## config.mk

```make
export PLATFORM = sky130hd
export DESIGN_NAME = win_recorder
export DESIGN_NICKNAME = d
export VERILOG_FILES = /design/src/rtl/win_rec_pkg.sv /design/src/rtl/win_rec_regs.sv /design/src/rtl/win_rec_core.sv /design/src/rtl/win_rec_store.sv /design/src/rtl/win_recorder.sv
export SDC_FILE = /design/constraint.sdc
export NUM_CORES = 1
export LEC_CHECK = 0
export BUFFER_PORTS_ARGS = -buffer_cell sky130_fd_sc_hd__buf_2
export CELL_PAD_IN_SITES_DETAIL_PLACEMENT = 1
export CELL_PAD_IN_SITES_GLOBAL_PLACEMENT = 2
export CORE_ASPECT_RATIO = 1.1
export CORE_MARGIN = 2
export CORE_UTILIZATION = 42
export CTS_CLUSTER_SIZE = 14
export DETAILED_ROUTE_END_ITERATION = 10
export HOLD_SLACK_MARGIN = 0.15
export PLACE_DENSITY_LB_ADDON = 0.1
export SYNTH_ARGS = -nofsm -noshare
export SYNTH_HDL_FRONTEND = slang
export SYNTH_HIERARCHICAL = 1
export SYNTH_SLANG_ARGS = --single-unit
```

## constraint.sdc

```tcl
create_clock -name clk_i -period 7.5 [get_ports clk_i]
set_input_delay 0.75 -clock clk_i [delete_from_list [all_inputs] [get_ports clk_i]]
set_output_delay 0.75 -clock clk_i [all_outputs]
set_load 0.01 [all_outputs]
```

## src/rtl/win_rec_pkg.sv

```systemverilog
package win_rec_pkg;
  typedef struct packed {
    logic ovwr;
    logic ring;
    logic irq_en;
    logic en;
  } rec_ctrl_t;

  localparam logic [2:0] G_CTRL = 3'd0;
  localparam logic [2:0] G_BASE = 3'd1;
  localparam logic [2:0] G_SIZE = 3'd2;
  localparam logic [2:0] G_NWIN = 3'd3;
  localparam logic [2:0] G_POST = 3'd4;
  localparam logic [2:0] G_IRQ  = 3'd5;
  localparam logic [2:0] G_CUR  = 3'd6;
  localparam logic [2:0] G_LAST = 3'd7;

  localparam logic [1:0] W_CNT  = 2'd0;
  localparam logic [1:0] W_ADDR = 2'd1;
  localparam logic [1:0] W_TSLO = 2'd2;
  localparam logic [1:0] W_TSHI = 2'd3;
endpackage

```

## src/rtl/win_rec_regs.sv

```systemverilog
module win_rec_regs
  import win_rec_pkg::*;
#(
  parameter int ADDR_W  = 16,
  parameter int CNT_W   = 16,
  parameter int WIN_MAX = 4,
  parameter int REG_AW  = 6,
  parameter int IDX_W   = 2,
  parameter int NW_W    = 3,
  parameter int RW_W    = 3
) (
  input  logic              clk_i,
  input  logic              rst_ni,
  input  logic              reg_we_i,
  input  logic [REG_AW-1:0] reg_addr_i,
  input  logic [31:0]       reg_wdata_i,
  output logic [31:0]       reg_rdata_o,
  input  logic              close_i,
  input  logic [IDX_W-1:0]  cur_idx_i,
  input  logic [IDX_W-1:0]  last_idx_i,
  input  logic [CNT_W-1:0]  rd_cnt_i,
  input  logic              rd_trg_i,
  input  logic [ADDR_W-1:0] rd_last_i,
  input  logic [63:0]       rd_ts_i,
  output logic [RW_W-1:0]   rd_idx_o,
  output logic              clr_o,
  output logic [RW_W-1:0]   clr_idx_o,
  output rec_ctrl_t         ctrl_o,
  output logic [ADDR_W-1:0] base_o,
  output logic [CNT_W-1:0]  size_o,
  output logic [NW_W-1:0]   nwin_o,
  output logic [CNT_W-1:0]  post_o,
  output logic              irq_o
);
  logic       is_win;
  logic [2:0] gsel;
  logic [1:0] wsel;
  logic       irq_q;

  assign is_win    = reg_addr_i[5];
  assign gsel      = reg_addr_i[2:0];
  assign wsel      = reg_addr_i[1:0];
  assign rd_idx_o  = reg_addr_i[RW_W+1:2];
  assign clr_idx_o = reg_addr_i[RW_W+1:2];
  assign clr_o     = reg_we_i && is_win && (wsel == W_CNT);

  always_ff @(posedge clk_i or negedge rst_ni) begin
    if (!rst_ni) begin
      ctrl_o <= '0;
      base_o <= '0;
      size_o <= CNT_W'(16);
      nwin_o <= NW_W'(WIN_MAX);
      post_o <= '0;
    end else if (reg_we_i && !is_win) begin
      case (gsel)
        G_CTRL: ctrl_o <= rec_ctrl_t'(reg_wdata_i[3:0]);
        G_BASE: base_o <= reg_wdata_i[ADDR_W-1:0];
        G_SIZE: size_o <= reg_wdata_i[CNT_W-1:0];
        G_NWIN: begin
          if (reg_wdata_i == 32'd0)                nwin_o <= NW_W'(1);
          else if (reg_wdata_i > 32'(WIN_MAX))     nwin_o <= NW_W'(WIN_MAX);
          else                                     nwin_o <= reg_wdata_i[NW_W-1:0];
        end
        G_POST: post_o <= reg_wdata_i[CNT_W-1:0];
        default: ;
      endcase
    end
  end

  // set wins over a same-cycle clear
  always_ff @(posedge clk_i or negedge rst_ni) begin
    if (!rst_ni) irq_q <= 1'b0;
    else if (close_i && ctrl_o.irq_en) irq_q <= 1'b1;
    else if (reg_we_i && !is_win && gsel == G_IRQ && reg_wdata_i[0]) irq_q <= 1'b0;
  end
  assign irq_o = irq_q;

  always_comb begin
    reg_rdata_o = '0;
    if (!is_win) begin
      case (gsel)
        G_CTRL: reg_rdata_o = 32'(ctrl_o);
        G_BASE: reg_rdata_o = 32'(base_o);
        G_SIZE: reg_rdata_o = 32'(size_o);
        G_NWIN: reg_rdata_o = 32'(nwin_o);
        G_POST: reg_rdata_o = 32'(post_o);
        G_IRQ:  reg_rdata_o = 32'(irq_q);
        G_CUR:  reg_rdata_o = 32'(cur_idx_i);
        G_LAST: reg_rdata_o = 32'(last_idx_i);
        default: ;
      endcase
    end else begin
      case (wsel)
        W_CNT:  reg_rdata_o = {rd_trg_i, 31'(rd_cnt_i)};
        W_ADDR: reg_rdata_o = 32'(rd_last_i);
        W_TSLO: reg_rdata_o = rd_ts_i[31:0];
        W_TSHI: reg_rdata_o = rd_ts_i[63:32];
        default: ;
      endcase
    end
  end
endmodule

```

## src/rtl/win_rec_core.sv

```systemverilog
module win_rec_core
  import win_rec_pkg::*;
#(
  parameter int ADDR_W  = 16,
  parameter int CNT_W   = 16,
  parameter int DATA_W  = 8,
  parameter int IDX_W   = 2,
  parameter int NW_W    = 3
) (
  input  logic              clk_i,
  input  logic              rst_ni,
  input  rec_ctrl_t         ctrl_i,
  input  logic [ADDR_W-1:0] base_i,
  input  logic [CNT_W-1:0]  size_i,
  input  logic [NW_W-1:0]   nwin_i,
  input  logic [CNT_W-1:0]  post_i,
  input  logic              vld_i,
  input  logic              trig_i,
  input  logic [DATA_W-1:0] data_i,
  input  logic [CNT_W-1:0]  cnt_cur_i,
  output logic              acc_o,
  output logic              restart_o,
  output logic              trig_acc_o,
  output logic              close_o,
  output logic [ADDR_W-1:0] wr_addr_o,
  output logic [IDX_W-1:0]  cur_idx_o,
  output logic [IDX_W-1:0]  last_idx_o,
  output logic              mem_we_o,
  output logic [ADDR_W-1:0] mem_addr_o,
  output logic [DATA_W-1:0] mem_data_o
);
  logic [ADDR_W-1:0] ptr_q, win_start, win_end;
  logic [CNT_W-1:0]  remain_q;
  logic              fresh_q, armed_q;
  logic              hold, at_end, post_done;
  logic [NW_W:0]     inc;
  logic [IDX_W-1:0]  next_idx;

  assign win_start = base_i + ADDR_W'(cur_idx_o) * ADDR_W'(size_i);
  assign win_end   = win_start + ADDR_W'(size_i) - ADDR_W'(1);

  // a fresh window with unread data blocks when overwrite is off
  assign hold       = fresh_q && !ctrl_i.ovwr && (cnt_cur_i != '0);
  assign acc_o      = ctrl_i.en && vld_i && !hold;
  assign restart_o  = acc_o && fresh_q;
  assign wr_addr_o  = fresh_q ? win_start : ptr_q;
  assign at_end     = (wr_addr_o == win_end);
  assign trig_acc_o = acc_o && trig_i && !armed_q;
  assign post_done  = (armed_q && acc_o && remain_q == CNT_W'(1)) ||
                      (trig_acc_o && post_i == '0);
  assign close_o    = post_done || (acc_o && !ctrl_i.ring && at_end);

  assign inc      = (NW_W+1)'(cur_idx_o) + (NW_W+1)'(1);
  assign next_idx = (inc >= {1'b0, nwin_i}) ? '0 : IDX_W'(inc);

  always_ff @(posedge clk_i or negedge rst_ni) begin
    if (!rst_ni) begin
      cur_idx_o  <= '0;
      last_idx_o <= '0;
      fresh_q    <= 1'b1;
      armed_q    <= 1'b0;
      remain_q   <= '0;
      ptr_q      <= '0;
    end else if (close_o) begin
      last_idx_o <= cur_idx_o;
      cur_idx_o  <= next_idx;
      fresh_q    <= 1'b1;
      armed_q    <= 1'b0;
    end else if (acc_o) begin
      fresh_q <= 1'b0;
      ptr_q   <= at_end ? win_start : wr_addr_o + ADDR_W'(1);
      if (trig_acc_o) begin
        armed_q  <= 1'b1;
        remain_q <= post_i;
      end else if (armed_q) begin
        remain_q <= remain_q - CNT_W'(1);
      end
    end
  end

  always_ff @(posedge clk_i or negedge rst_ni) begin
    if (!rst_ni) begin
      mem_we_o   <= 1'b0;
      mem_addr_o <= '0;
      mem_data_o <= '0;
    end else begin
      mem_we_o <= acc_o;
      if (acc_o) begin
        mem_addr_o <= wr_addr_o;
        mem_data_o <= data_i;
      end
    end
  end
endmodule

```

## src/rtl/win_rec_store.sv

```systemverilog
module win_rec_store #(
  parameter int ADDR_W  = 16,
  parameter int CNT_W   = 16,
  parameter int WIN_MAX = 4,
  parameter int IDX_W   = 2,
  parameter int RW_W    = 3
) (
  input  logic              clk_i,
  input  logic              rst_ni,
  input  logic [CNT_W-1:0]  size_i,
  input  logic [IDX_W-1:0]  cur_idx_i,
  input  logic              acc_i,
  input  logic              restart_i,
  input  logic              trig_acc_i,
  input  logic [ADDR_W-1:0] wr_addr_i,
  input  logic [63:0]       ts_i,
  input  logic              clr_i,
  input  logic [RW_W-1:0]   clr_idx_i,
  input  logic [RW_W-1:0]   rd_idx_i,
  output logic [CNT_W-1:0]  cnt_cur_o,
  output logic [CNT_W-1:0]  rd_cnt_o,
  output logic              rd_trg_o,
  output logic [ADDR_W-1:0] rd_last_o,
  output logic [63:0]       rd_ts_o
);
  logic [CNT_W-1:0]  cnt_a  [WIN_MAX];
  logic              trg_a  [WIN_MAX];
  logic [ADDR_W-1:0] last_a [WIN_MAX];
  logic [63:0]       ts_a   [WIN_MAX];

  for (genvar w = 0; w < WIN_MAX; w++) begin : g_win
    logic [CNT_W-1:0]  cnt_q;
    logic              trg_q;
    logic [ADDR_W-1:0] last_q;
    logic [63:0]       ts_q;
    logic              sel;

    assign sel = (32'(cur_idx_i) == w);

    // hardware update takes priority over a software clear
    always_ff @(posedge clk_i or negedge rst_ni) begin
      if (!rst_ni) begin
        cnt_q  <= '0;
        trg_q  <= 1'b0;
        last_q <= '0;
        ts_q   <= '0;
      end else if (acc_i && sel) begin
        last_q <= wr_addr_i;
        if (restart_i) begin
          cnt_q <= CNT_W'(1);
          trg_q <= trig_acc_i;
        end else begin
          cnt_q <= (cnt_q >= size_i) ? size_i : cnt_q + CNT_W'(1);
          trg_q <= trg_q | trig_acc_i;
        end
        if (trig_acc_i) ts_q <= ts_i;
      end else if (clr_i && 32'(clr_idx_i) == w) begin
        cnt_q <= '0;
        trg_q <= 1'b0;
      end
    end

    assign cnt_a[w]  = cnt_q;
    assign trg_a[w]  = trg_q;
    assign last_a[w] = last_q;
    assign ts_a[w]   = ts_q;
  end

  assign cnt_cur_o = cnt_a[cur_idx_i];

  always_comb begin
    rd_cnt_o  = '0;
    rd_trg_o  = 1'b0;
    rd_last_o = '0;
    rd_ts_o   = '0;
    if (32'(rd_idx_i) < WIN_MAX) begin
      rd_cnt_o  = cnt_a[rd_idx_i[IDX_W-1:0]];
      rd_trg_o  = trg_a[rd_idx_i[IDX_W-1:0]];
      rd_last_o = last_a[rd_idx_i[IDX_W-1:0]];
      rd_ts_o   = ts_a[rd_idx_i[IDX_W-1:0]];
    end
  end
endmodule

```

## src/rtl/win_recorder.sv

```systemverilog
module win_recorder
  import win_rec_pkg::*;
#(
  parameter int ADDR_W  = 16,
  parameter int CNT_W   = 16,
  parameter int DATA_W  = 8,
  parameter int WIN_MAX = 4,
  parameter int REG_AW  = 6
) (
  input  logic              clk_i,
  input  logic              rst_ni,
  input  logic              smp_vld_i,
  input  logic              smp_trig_i,
  input  logic [DATA_W-1:0] smp_data_i,
  input  logic [63:0]       smp_ts_i,
  output logic              mem_we_o,
  output logic [ADDR_W-1:0] mem_addr_o,
  output logic [DATA_W-1:0] mem_data_o,
  input  logic              reg_we_i,
  input  logic [REG_AW-1:0] reg_addr_i,
  input  logic [31:0]       reg_wdata_i,
  output logic [31:0]       reg_rdata_o,
  output logic              irq_o
);
  localparam int IDX_W = (WIN_MAX > 1) ? $clog2(WIN_MAX) : 1;
  localparam int NW_W  = $clog2(WIN_MAX + 1);
  localparam int RW_W  = REG_AW - 3;

  rec_ctrl_t         ctrl;
  logic [ADDR_W-1:0] base, wr_addr, rd_last;
  logic [CNT_W-1:0]  size, post, cnt_cur, rd_cnt;
  logic [NW_W-1:0]   nwin;
  logic [IDX_W-1:0]  cur_idx, last_idx;
  logic [RW_W-1:0]   rd_idx, clr_idx;
  logic              acc, restart, trig_acc, win_close, clr, rd_trg;
  logic [63:0]       rd_ts;

  win_rec_regs #(
    .ADDR_W(ADDR_W), .CNT_W(CNT_W), .WIN_MAX(WIN_MAX), .REG_AW(REG_AW),
    .IDX_W(IDX_W), .NW_W(NW_W), .RW_W(RW_W)
  ) u_regs (
    .clk_i, .rst_ni, .reg_we_i, .reg_addr_i, .reg_wdata_i, .reg_rdata_o,
    .close_i(win_close), .cur_idx_i(cur_idx), .last_idx_i(last_idx),
    .rd_cnt_i(rd_cnt), .rd_trg_i(rd_trg), .rd_last_i(rd_last), .rd_ts_i(rd_ts),
    .rd_idx_o(rd_idx), .clr_o(clr), .clr_idx_o(clr_idx),
    .ctrl_o(ctrl), .base_o(base), .size_o(size), .nwin_o(nwin), .post_o(post),
    .irq_o
  );

  win_rec_core #(
    .ADDR_W(ADDR_W), .CNT_W(CNT_W), .DATA_W(DATA_W), .IDX_W(IDX_W), .NW_W(NW_W)
  ) u_core (
    .clk_i, .rst_ni, .ctrl_i(ctrl), .base_i(base), .size_i(size), .nwin_i(nwin),
    .post_i(post), .vld_i(smp_vld_i), .trig_i(smp_trig_i), .data_i(smp_data_i),
    .cnt_cur_i(cnt_cur), .acc_o(acc), .restart_o(restart), .trig_acc_o(trig_acc),
    .close_o(win_close), .wr_addr_o(wr_addr), .cur_idx_o(cur_idx),
    .last_idx_o(last_idx), .mem_we_o, .mem_addr_o, .mem_data_o
  );

  win_rec_store #(
    .ADDR_W(ADDR_W), .CNT_W(CNT_W), .WIN_MAX(WIN_MAX), .IDX_W(IDX_W), .RW_W(RW_W)
  ) u_store (
    .clk_i, .rst_ni, .size_i(size), .cur_idx_i(cur_idx), .acc_i(acc),
    .restart_i(restart), .trig_acc_i(trig_acc), .wr_addr_i(wr_addr),
    .ts_i(smp_ts_i), .clr_i(clr), .clr_idx_i(clr_idx), .rd_idx_i(rd_idx),
    .cnt_cur_o(cnt_cur), .rd_cnt_o(rd_cnt), .rd_trg_o(rd_trg),
    .rd_last_o(rd_last), .rd_ts_o(rd_ts)
  );
endmodule

```

==> run metrics <==
number of global-route vias before repair=roughly 25,000; Final #Nets=3,168; largest cells by area after synthesis=dfrtp_1, mux2_2, mux4_2, ha_1, nand2_1; Crit Path Class=reg -> reg; Port-buffer cells=172; starting density of the core=42.4%; clk sinks=507; Async SR Flop Fraction=100%; critical path endpoint category=flop; vias per cell=slightly above 6; multi-input combinational cell area=between 15,000 and 20,000 sq um; fin crit share=91.4%; # DRC=0; synth warn=6; critical-path cell list=buf_4 -> nand2_1 -> fa_1 -> inv_1 -> ha_1 -> a21oi_1 -> nand2_1 -> a311oi_4 -> ha_1 -> inv_1 -> ha_1 -> a21o_1 -> o31a_1 -> a211oi_1 -> xnor2_1 -> xnor3_1 -> a32oi_4 -> nor3_4 -> a21boi_4 -> buf_4 -> and2_4 -> a21oi_1; Power Internal=6.41 mW; Hold Path Cell Cnt=2; root buffer cell=clkbuf_16; CTS tree=done; CP Depth=22; initial antenna violation count=15; max cap viols=0; ANT nets after route=0; dpl ws=about 0.42 ns; syn_area_per_cell=around 11 sq um; most common cell in the synthesized netlist=dfrtp_1; via count=approximately 24,000; Slew Limit Headroom=10.4%; worst reg-to-reg path cell count=22; Yosys top cell area share=40.0%; net switching power=between 4 and 5 mW; Setup WS post-layout=0.643 ns; Comb pwr share=a little under two fifths; DRT iter0 DRCs=1,347; Worst-Margin Slew=1.34 ns; Peak Freq=roughly 150 MHz; Fill cells=slightly below 8,000; gpl congestion=between 0.8 and 0.9; Yosys cell types=113; TNS Setup=0 ns; Clk pwr share=28.0%; CORE AREA=74,500 sq um; Final Hold Fails=0; RSZ-0062 raised after global routing=false; sw frac=39.1%; row count=105; largest net degree at the start of global routing=191; wirelength, routed=between 100,000 and 150,000 um; Largest stage delay, worst path=0.56 ns; Max H-tree Level=2; Post-CTS Setup Inserts=0; Period minus WS final=6.86 ns; Worst Path Arrival=7.37 ns; Area Overhead vs Synth=11.6%; Leakage=16.5 nW; fin. max-slew vios=0; drt pass-1 iters=5; IO Pins=173; Post-synth top flop=dfrtp_1; clock transition at the registers of the reported paths=around 0.060 ns; total CTS buffers=57; clock skew=0.0596 ns; power density over the cells=299 nW/um^2; Yosys top cell by area=dfrtp_1; post-DP HPWL=77,700 um; most frequent cells after synthesis=dfrtp_1, mux2_2, nand2_1; Cell Area, Synth=31,600 sq um; layout cell share with drive strength beyond 1=30.1%; register area share after synthesis=between 40% and 50%; Crit path buffers/inverters=4; most used cell, CP=ha_1; total grt overflow=0; delay-heaviest family, CP=compound AO/OA/AOI/OAI gates; buffer levels on the longest clock path=3; sequential power share=between 30% and 40%; crit path max fanout=26; Syn Inst Count=2,817; Post-Syn Nets=3,066; post-route total power=~11 mW; GRT Util Overall=27.8%; number of synthesized flops with an enable pin=0; die area=77,300 sq um; Critical Path Start Type=flop; status=finished, final reports clean; worst hold path type=in -> reg; Seq cells post-synth=507; Die Y=291 um; Skew-Pair Late Insertion Delay=0.66 ns; wire per inst=27.3 um; VDD IR max=0.187 mV; CP max stage cell=dfrtp_2; # setup viols final=0; Die W=265 um; first-pass GRT wire length=163,000 um; Reg area=12,700 sq um; CP Data Required Time=8.02 ns
power groups by stage:
stage          clock, mW  sequential (mW)  combinational, mW
3_5_place_dp           0             3.60               4.01
6_report            2.94             3.56               4.03
2_1_floorplan          0             3.44               2.78
3_3_place_gp           0             3.57               3.90
5_1_grt             3.11             3.60               4.38
4_1_cts             3.00             3.55               4.03
logic make-up after synthesis:
logic type      Yosys count  synth area share (%)
fa+ha+maj               134                  5.69
mux                     535                  23.7
flops                   507                  40.2
simple gates            802                  13.3
compound gates          451                  10.6
buf+inv                 334                  4.72
xor+xnor                 54                  1.73
flip-flops by register name, summed over array words and instances, names as in the netlist, 2 cells and up:
signal	flops
u_core/cur_idx_o	2
u_core/last_idx_o	2
u_core/mem_addr_o	16
u_core/mem_data_o	8
u_core/ptr_q	16
u_core/remain_q	16
u_regs/base_o	16
u_regs/ctrl_o	4
u_regs/nwin_o	3
u_regs/post_o	16
u_regs/size_o	16
u_store/g_win.cnt_q	64
u_store/g_win.last_q	64
u_store/g_win.trg_q	4
u_store/g_win.ts_q	256
timing repair:
item,in CTS,in global routing
setup endpoints to repair,0,6
resized for setup,0,1
hold endpoints to repair,64,0
hold buffers,1,0
final timing paths:
path                                             from                          to  slack (ns)
min in group asynchronous                      rst_ni  u_store/g_win[0].cnt_q[12]        0.72
max                               u_core/cur_idx_o[1]          u_core/remain_q[3]        0.64
min reg2reg                u_store/g_win[2].last_q[3]  u_store/g_win[2].last_q[3]        0.47
min                                      smp_ts_i[26]   u_store/g_win[1].ts_q[26]        0.37
max in group asynchronous                      rst_ni   u_store/g_win[0].ts_q[49]        4.78
max reg2reg                       u_core/cur_idx_o[1]          u_core/remain_q[3]        0.64
cell usage in the layout (no fill, tap or decap), drive strengths merged, types with 11 or more instances in the layout:
cell	count
nor4	24
a31oi	46
dfrtp	504
xor2	11
fa	16
nand3	78
o21ai	91
nor3	29
and3	30
or4	16
nor2b	108
mux2	361
nor2	106
a22oi	21
a32oi	17
xnor2	39
ha	118
nand4	36
o311ai	15
o31ai	15
or3	14
or2	14
mux2i	45
mux4	129
and2	20
inv	157
nand2	265
a211oi	19
clkbuf	88
o22ai	16
buf	219
a21o	11
a22o	20
clkinv	13
a21oi	83
nand2b	25
a21boi	12
per-stage QoR:
stage                     cells  hold WS, ns  utilization [%]  cell area, sq um
after floorplan            2817        0.440                -             31600
after global placement     3822        0.452             44.6             33200
after detailed placement   3822        0.463             44.6             33200
after CTS                  3930        0.333             47.3             35200
after global routing       3932        0.350             47.3             35200
final                      3935        0.368             47.3             35200
area by class of cell:
cell class / instances / area share, %
repair buffers: 221 / 3.71
multi-input cells: 1976 / 49.5
flip-flops and latches: 507 / 36.0
inverters: 156 / 1.66
clock inverters: 20 / 0.682
clock buffers: 87 / 4.97
well taps: 963 / 3.42
diodes: 5 / 0.0355
routing by layer:
layer	track usage [%]	routed length, um
met5	0	140
met4	11.8	5040
met3	5.03	5990
met2	45.6	51200
met1	36.2	45100
(Power assumes the default switching activity.)
